--- src/rtl/tcr_pkg.sv ---
package tcr_pkg;

  localparam int NUM_OPS  = 11;
  localparam int OP_IDX_W = $clog2(NUM_OPS);

  typedef struct packed {
    logic [1:0]  minLvl;
    logic [15:0] offs;
    logic [3:0]  bytes;
    logic        wr;
    logic        hwOk;
    logic        swOk;
  } opEntryT;

  typedef struct packed {
    logic                hit;
    logic [OP_IDX_W-1:0] idx;
    logic                raw;
    logic                err;
    logic                undef;
    logic                ones;
  } strobeT;

  // Operation table; lowest index wins on overlap.
  function automatic opEntryT opEntry(input int idx);
    opEntryT e;
    e = '0;
    case (idx)
      0:  e = '{2'd1, 16'h013, 4'd1, 1'b1, 1'b1, 1'b1};
      1:  e = '{2'd2, 16'h018, 4'd4, 1'b1, 1'b1, 1'b1};
      2:  e = '{2'd2, 16'h033, 4'd1, 1'b1, 1'b1, 1'b1};
      3:  e = '{2'd2, 16'h038, 4'd1, 1'b1, 1'b0, 1'b1};
      4:  e = '{2'd2, 16'h038, 4'd1, 1'b0, 1'b1, 1'b1};
      5:  e = '{2'd1, 16'h810, 4'd2, 1'b0, 1'b1, 1'b0};
      6:  e = '{2'd1, 16'h818, 4'd1, 1'b1, 1'b1, 1'b0};
      7:  e = '{2'd2, 16'h818, 4'd4, 1'b0, 1'b1, 1'b0};
      8:  e = '{2'd2, 16'h830, 4'd2, 1'b0, 1'b1, 1'b0};
      9:  e = '{2'd2, 16'h828, 4'd4, 1'b0, 1'b1, 1'b0};
      10: e = '{2'd2, 16'h838, 4'd1, 1'b0, 1'b1, 1'b0};
      default: e = '0;
    endcase
    return e;
  endfunction

  // Byte permission code: bit 1 read allowed, bit 0 write allowed.
  function automatic logic [1:0] permCode(input logic hwView, input logic [1:0] ring,
                                          input logic [3:0] b);
    logic [1:0] c;
    c = 2'd0;
    case (ring)
      2'd0: if (b == 4'd0 || (b >= 4'd8 && b <= 4'd11)) c = 2'd3;
      2'd1: begin
        if (b <= 4'd5 || (b >= 4'd8 && b <= 4'd11) || b == 4'd15) c = 2'd3;
        else if (b == 4'd7) c = 2'd2;
      end
      2'd2: begin
        if (b == 4'd2 || b == 4'd3 || b == 4'd5 || b == 4'd6 ||
            (b >= 4'd9 && b <= 4'd11)) c = 2'd3;
        else if (b == 4'd8 && hwView) c = 2'd3;
      end
      default: begin
        if (b <= 4'd3 || b == 4'd5 || b == 4'd8 || b == 4'd11) c = 2'd3;
        else if (b == 4'd7) c = 2'd2;
        else if (b >= 4'd12 && b <= 4'd14 && hwView) c = 2'd3;
      end
    endcase
    return c;
  endfunction

endpackage

--- src/rtl/tcr_own_chain.sv ---
module tcr_own_chain #(
  parameter int NUM_RINGS = 4
) (
  input  logic [8*NUM_RINGS-1:0] ringWord2,
  output logic [NUM_RINGS-1:0]   owned
);
  localparam int TOP = NUM_RINGS - 1;

  assign owned[TOP] = ringWord2[8*TOP+7];

  generate
    for (genvar r = 0; r < TOP; r++) begin : g_chain
      assign owned[r] = ringWord2[8*r+7] & owned[r+1];
    end
  endgenerate
endmodule

--- src/rtl/tcr_datapath.sv ---
module tcr_datapath
  import tcr_pkg::*;
#(
  parameter int OFF_W      = 12,
  parameter int SIZE_W     = 4,
  parameter int NUM_RINGS  = 4,
  parameter int RING_BYTES = 16
) (
  input  logic                clk,
  input  logic                rstN,
  input  logic [OFF_W-1:0]    reqOffset,
  input  logic [SIZE_W-1:0]   reqSize,
  input  logic                reqWrite,
  input  logic [1:0]          reqLevel,
  output logic                matchHit,
  output logic [OP_IDX_W-1:0] matchIdx,
  output logic                matchHwOk,
  output logic                matchSwOk,
  output logic                permAny,
  input  strobeT              strobe,
  output logic                opHit,
  output logic [OP_IDX_W-1:0] opSel,
  output logic                rawEn,
  output logic                errFlag,
  output logic                undefFlag,
  output logic                rdOnes
);
  localparam int RING_LSB = $clog2(RING_BYTES);
  localparam int RING_W   = $clog2(NUM_RINGS);

  logic [RING_W-1:0] ring;
  logic              hwView;

  assign ring   = reqOffset[RING_LSB +: RING_W];
  assign hwView = (reqLevel == 2'd3);

  // Table match, scanned downward so the lowest index is kept.
  always_comb begin
    opEntryT e;
    matchHit  = 1'b0;
    matchIdx  = '0;
    matchHwOk = 1'b0;
    matchSwOk = 1'b0;
    for (int i = NUM_OPS - 1; i >= 0; i--) begin
      e = opEntry(i);
      if (reqLevel >= e.minLvl && reqOffset == OFF_W'(e.offs) &&
          reqSize == SIZE_W'(e.bytes) && reqWrite == e.wr) begin
        matchHit  = 1'b1;
        matchIdx  = OP_IDX_W'(i);
        matchHwOk = e.hwOk;
        matchSwOk = e.swOk;
      end
    end
  end

  // Any covered byte allowing this direction.
  always_comb begin
    int loB;
    int hiB;
    logic [1:0] code;
    loB = int'(reqOffset[RING_LSB-1:0]);
    hiB = loB + int'(reqSize);
    permAny = 1'b0;
    for (int b = 0; b < RING_BYTES; b++) begin
      code = permCode(hwView, 2'(ring), 4'(b));
      if (b >= loB && b < hiB)
        permAny = permAny | (reqWrite ? code[0] : code[1]);
    end
  end

  always_ff @(posedge clk) begin
    if (!rstN) begin
      opHit     <= 1'b0;
      opSel     <= '0;
      rawEn     <= 1'b0;
      errFlag   <= 1'b0;
      undefFlag <= 1'b0;
      rdOnes    <= 1'b0;
    end else begin
      opHit     <= strobe.hit;
      opSel     <= strobe.idx;
      rawEn     <= strobe.raw;
      errFlag   <= strobe.err;
      undefFlag <= strobe.undef;
      rdOnes    <= strobe.ones;
    end
  end
endmodule

--- src/rtl/tcr_control.sv ---
module tcr_control
  import tcr_pkg::*;
#(
  parameter int NUM_RINGS    = 4,
  parameter int SIZE_W       = 4,
  parameter int MIN_RAW_SIZE = 4
) (
  input  logic                        reqValid,
  input  logic                        special,
  input  logic [$clog2(NUM_RINGS)-1:0] ring,
  input  logic [SIZE_W-1:0]           reqSize,
  input  logic                        reqWrite,
  input  logic [NUM_RINGS-1:0]        owned,
  input  logic                        matchHit,
  input  logic [OP_IDX_W-1:0]         matchIdx,
  input  logic                        matchHwOk,
  input  logic                        matchSwOk,
  input  logic                        permAny,
  output strobeT                      strobe
);
  logic ringOwned;
  logic rawReject;

  assign ringOwned = owned[ring];
  assign rawReject = (reqSize < SIZE_W'(MIN_RAW_SIZE)) || (ring == '0) || !permAny;

  always_comb begin
    strobe = '0;
    if (reqValid) begin
      if (matchHit) begin
        strobe.hit   = 1'b1;
        strobe.idx   = matchIdx;
        strobe.undef = ringOwned ? !matchHwOk : !matchSwOk;
      end else if (special || rawReject) begin
        strobe.err  = 1'b1;
        strobe.ones = !reqWrite;
      end else begin
        strobe.raw   = 1'b1;
        strobe.undef = reqWrite && ringOwned;
      end
    end
  end
endmodule

--- src/rtl/tcr_access_check.sv ---
module tcr_access_check
  import tcr_pkg::*;
#(
  parameter int OFF_W        = 12,
  parameter int SIZE_W       = 4,
  parameter int NUM_RINGS    = 4,
  parameter int RING_BYTES   = 16,
  parameter int SPECIAL_BIT  = 11,
  parameter int MIN_RAW_SIZE = 4
) (
  input  logic                     clk,
  input  logic                     rstN,
  input  logic                     reqValid,
  input  logic [OFF_W-1:0]         reqOffset,
  input  logic [SIZE_W-1:0]        reqSize,
  input  logic                     reqWrite,
  input  logic [1:0]               reqLevel,
  input  logic [8*NUM_RINGS-1:0]   ringWord2,
  output logic                     opHit,
  output logic [OP_IDX_W-1:0]      opSel,
  output logic                     rawEn,
  output logic                     errFlag,
  output logic                     undefFlag,
  output logic                     rdOnes
);
  localparam int RING_LSB = $clog2(RING_BYTES);
  localparam int RING_W   = $clog2(NUM_RINGS);

  logic [NUM_RINGS-1:0] owned;
  logic                 matchHit;
  logic [OP_IDX_W-1:0]  matchIdx;
  logic                 matchHwOk;
  logic                 matchSwOk;
  logic                 permAny;
  strobeT               strobe;

  tcr_own_chain #(.NUM_RINGS(NUM_RINGS)) u_own (
    .ringWord2(ringWord2),
    .owned    (owned)
  );

  tcr_control #(
    .NUM_RINGS(NUM_RINGS), .SIZE_W(SIZE_W), .MIN_RAW_SIZE(MIN_RAW_SIZE)
  ) u_ctrl (
    .reqValid (reqValid),
    .special  (reqOffset[SPECIAL_BIT]),
    .ring     (reqOffset[RING_LSB +: RING_W]),
    .reqSize  (reqSize),
    .reqWrite (reqWrite),
    .owned    (owned),
    .matchHit (matchHit),
    .matchIdx (matchIdx),
    .matchHwOk(matchHwOk),
    .matchSwOk(matchSwOk),
    .permAny  (permAny),
    .strobe   (strobe)
  );

  tcr_datapath #(
    .OFF_W(OFF_W), .SIZE_W(SIZE_W), .NUM_RINGS(NUM_RINGS), .RING_BYTES(RING_BYTES)
  ) u_dp (
    .clk      (clk),
    .rstN     (rstN),
    .reqOffset(reqOffset),
    .reqSize  (reqSize),
    .reqWrite (reqWrite),
    .reqLevel (reqLevel),
    .matchHit (matchHit),
    .matchIdx (matchIdx),
    .matchHwOk(matchHwOk),
    .matchSwOk(matchSwOk),
    .permAny  (permAny),
    .strobe   (strobe),
    .opHit    (opHit),
    .opSel    (opSel),
    .rawEn    (rawEn),
    .errFlag  (errFlag),
    .undefFlag(undefFlag),
    .rdOnes   (rdOnes)
  );
endmodule

--- config.mk ---
export PLATFORM = sky130hd
export DESIGN_NAME = tcr_access_check
export DESIGN_NICKNAME = d
export VERILOG_FILES = /design/src/rtl/tcr_pkg.sv /design/src/rtl/tcr_own_chain.sv /design/src/rtl/tcr_datapath.sv /design/src/rtl/tcr_control.sv /design/src/rtl/tcr_access_check.sv
export SDC_FILE = /design/constraint.sdc
export NUM_CORES = 1
export LEC_CHECK = 0
export BUFFER_PORTS_ARGS = -buffer_cell sky130_fd_sc_hd__buf_2
export CAP_MARGIN = 30
export CORE_MARGIN = 2
export CORE_UTILIZATION = 50
export CTS_CLUSTER_DIAMETER = 150
export CTS_CLUSTER_SIZE = 16
export DETAILED_ROUTE_END_ITERATION = 12
export GPL_TIMING_DRIVEN = 0
export PLACE_DENSITY_LB_ADDON = 0.05
export SYNTH_ARGS = -nofsm -noshare
export SYNTH_HDL_FRONTEND = slang
export SYNTH_HIERARCHICAL = 1
export SYNTH_SLANG_ARGS = --single-unit
--- constraint.sdc ---
create_clock -name clk -period 4.6 [get_ports clk]
set_clock_uncertainty 0.05 [all_clocks]
set_input_delay 0 -clock clk [delete_from_list [all_inputs] [get_ports clk]]
set_output_delay 0 -clock clk [all_outputs]
set_load 0.01 [all_outputs]
==> results.json <==
{
  "start_kind": "input port",
  "post_drt_wl_per_cell_um": 13.8,
  "hold_buffers": 1,
  "clkSinkCount": 9,
  "cts_resized": 0,
  "min_period_ns": 3.14,
  "worstPathMaxFanout": 10,
  "cts_setup_buffers": 0,
  "overflow": 0,
  "num_rows": 18,
  "cts.path.max_buffers": 2,
  "port_buffers": 34,
  "maxSlewViolCount": 0,
  "p_leak_uw": 0.000698,
  "drive_above_1_share_pct": 26.1,
  "synthesis.nets": 231,
  "syn_area_per_cell_um2": 7.33,
  "synth-seq-area-share_pct": 14.3,
  "hp-start": "reqValid",
  "dr.first_iter.drc_count": 111,
  "fmax_mhz": 318,
  "critPathKind": "input port to flop",
  "synth.top_cell.area_share_pct": 14.3,
  "root_buffer": "clkbuf_4",
  "ys_async_sr_fraction_pct": 0,
  "dp.cells": 236,
  "grt_max_degree": 11,
  "outcome": "finished clean",
  "grt.total_usage_pct": 24.9,
  "drv_cap": 0,
  "gp_congestion": 0.956,
  "synth-edff-count": 0,
  "crit_chain": "buf_2 -> clkbuf_8 -> inv_1 -> fa_1 -> xor2_1 -> nand2_1 -> o211ai_1 -> a21oi_1 -> nor4_1 -> or4b_2 -> nand4bb_1 -> o32ai_1 -> a21o_1 -> and2_1",
  "critPathBufInv": 3,
  "regArea_um2": 180,
  "synth-seq-cells": 9,
  "yosys_warnings": 6,
  "syn_area_um2": 1260,
  "dieArea_um2": 2940,
  "cp.arrival_ns": 3.24,
  "fp.dieH_um": 54.2,
  "worstMarginPinSlew_ns": 0.491,
  "synthDistinctLibCells": 58,
  "relSlewSlack_pct": 66.8,
  "drtPass1Iterations": 4,
  "final_antenna_net_count": 0,
  "synthFlopType": "dfxtp_1",
  "grt_antenna_before_repair": 0,
  "area_growth_syn_to_layout_pct": 19.3,
  "netlist_top_cells_area": "dfxtp_1 (14%), and2_1 (5.0%), nand2_1 (4.5%), nor2_1 (4.5%), ha_1 (4.0%)",
  "nNetsFinal": 271,
  "hold_violations": 0,
  "crit_path_top_delay_cell": "or4b_2",
  "final_common_cell": "buf_2",
  "final_cell_mix": "buf_2 (35), nor2_1 (15), nand2_1 (15)",
  "dr_total_vias": 1427,
  "min_to": "u_dp/opSel[2]$_SDFF_PN0_",
  "whs_path_depth": 3,
  "grt_pass1_wl_um": 5440,
  "setup_viol": 0,
  "antenna_cells": 0,
  "period_share_pct": 68.3,
  "vdd_ir_drop_max_mv": 0.270,
  "start_util_pct": 51.9,
  "p_total_uw": 252,
  "path_delay_family": "simple AND/OR/NAND/NOR gates",
  "required_ns": 4.70,
  "rsz0062_at_grt": "no",
  "drc_errors": 0,
  "core_area_um2": 2430,
  "dp_hpwl_um": 2620,
  "tritoncts": "done",
  "hold_path_class": "input port to flop",
  "crit_path_end_kind": "flop",
  "stdcell_count": 241,
  "io_pins": 63,
  "n_fill_cell": 233,
  "setup_tns_ns": 0,
  "die_w_um": 54.2,
  "fin_hold_ws_ns": 0.112,
  "final_util_pct": 61.9,
  "max_stage_delay_ns": 0.67,
  "yosys.area.top_type": "dfxtp_1",
  "numCtsBuffers": 3,
  "syn_inst": 172,
  "power_density_nw_per_um2": 168,
  "grt_pass1_vias": 1234,
  "multi_input_area_um2": 998,
  "via_per_inst": 5.92,
  "cts-htree-levels": 1,
  "path_clk_slew_ns": 0.06,
  "drt_wl_total_um": 3320
}
-- stage by stage --
stage | cell area, µm² | setup WS, ns
2_1_floorplan | 1260 | 1.77
3_5_place_dp | 1470 | 1.26
5_1_grt | 1510 | 1.17
3_3_place_gp | 1470 | 1.29
6_report | 1510 | 1.46
4_1_cts | 1510 | 1.54
-- flip-flops by register name, summed over array words and instances (netlist names) --
register and flops:
u_dp/undefFlag 1, u_dp/rdOnes 1, u_dp/opHit 1, u_dp/opSel 4, u_dp/rawEn 1, u_dp/errFlag 1
-- Yosys cell counts (2+ instances only) --
cell / instances
and2_1: 10
and4_1: 3
a31oi_1: 2
o31a_1: 2
nand2b_1: 8
o21ai_0: 9
o211ai_1: 3
or4b_1: 3
inv_1: 8
a211oi_1: 2
nor2b_1: 2
buf_4: 3
nor2_1: 15
o22ai_1: 3
o32ai_1: 2
a21o_1: 3
nand3_1: 5
nor3_1: 5
nor4b_1: 5
dfxtp_1: 9
ha_1: 4
a21oi_1: 8
or4_4: 2
xor2_1: 2
and3_1: 5
or3_1: 2
nor3b_1: 2
nand2_1: 15
-- metal layers --
layer / part of all wire (%) / vias to the layer above / GRT usage, %
met2: 42 / 79 / 36.5
met1: 47 / 617 / 36.3
met5: 0 / - / 0
li1: - / 727 / -
met3: 10 / 4 / 7.38
met4: 1.0 / 0 / 3.75
-- power breakdown --
part,switching (µW),internal (µW),leakage (µW)
combinational,64.3,48.3,0.000610
sequential,0.238,79.3,0.0000729
clock,26.9,33.4,0.0000150
total,91.4,161,0.000698
-- cell families after synthesis --
group,after synthesis,synth area share (%)
AND/OR/NAND/NOR,93,44.1
AO/OA/AOI/OAI,47,25.5
buffers and inverters,14,6.55
flip-flops,9,14.3
adder cells (fa/ha/maj),5,5.56
XOR/XNOR,2,1.39
multiplexers,2,2.58
-- worst max path at each step --
stage | startpoint | end | cells past startpoint
after floorplan | reqOffset[1] | u_dp/undefFlag$_SDFF_PN0_ | 13
after global placement | reqOffset[1] | u_dp/undefFlag$_SDFF_PN0_ | 14
after detailed placement | reqOffset[1] | u_dp/undefFlag$_SDFF_PN0_ | 14
after CTS | reqOffset[1] | u_dp/undefFlag$_SDFF_PN0_ | 14
after global routing | reqOffset[1] | u_dp/undefFlag$_SDFF_PN0_ | 14
final | reqOffset[1] | u_dp/undefFlag$_SDFF_PN0_ | 14
-- layout make-up --
| class | instances | share of cell area [%] |
|---|---|---|
| Timing Repair Buffer | 35 | 12.0 |
| Buffer | 6 | 3.49 |
| Multi-Input combinational cell | 149 | 66.3 |
| Inverter | 8 | 2.00 |
| Clock buffer | 4 | 1.75 |
| Tap cell | 30 | 2.49 |
| Sequential cell | 9 | 12.0 |
No activity file was read; power rests on OpenSTA's default activity.
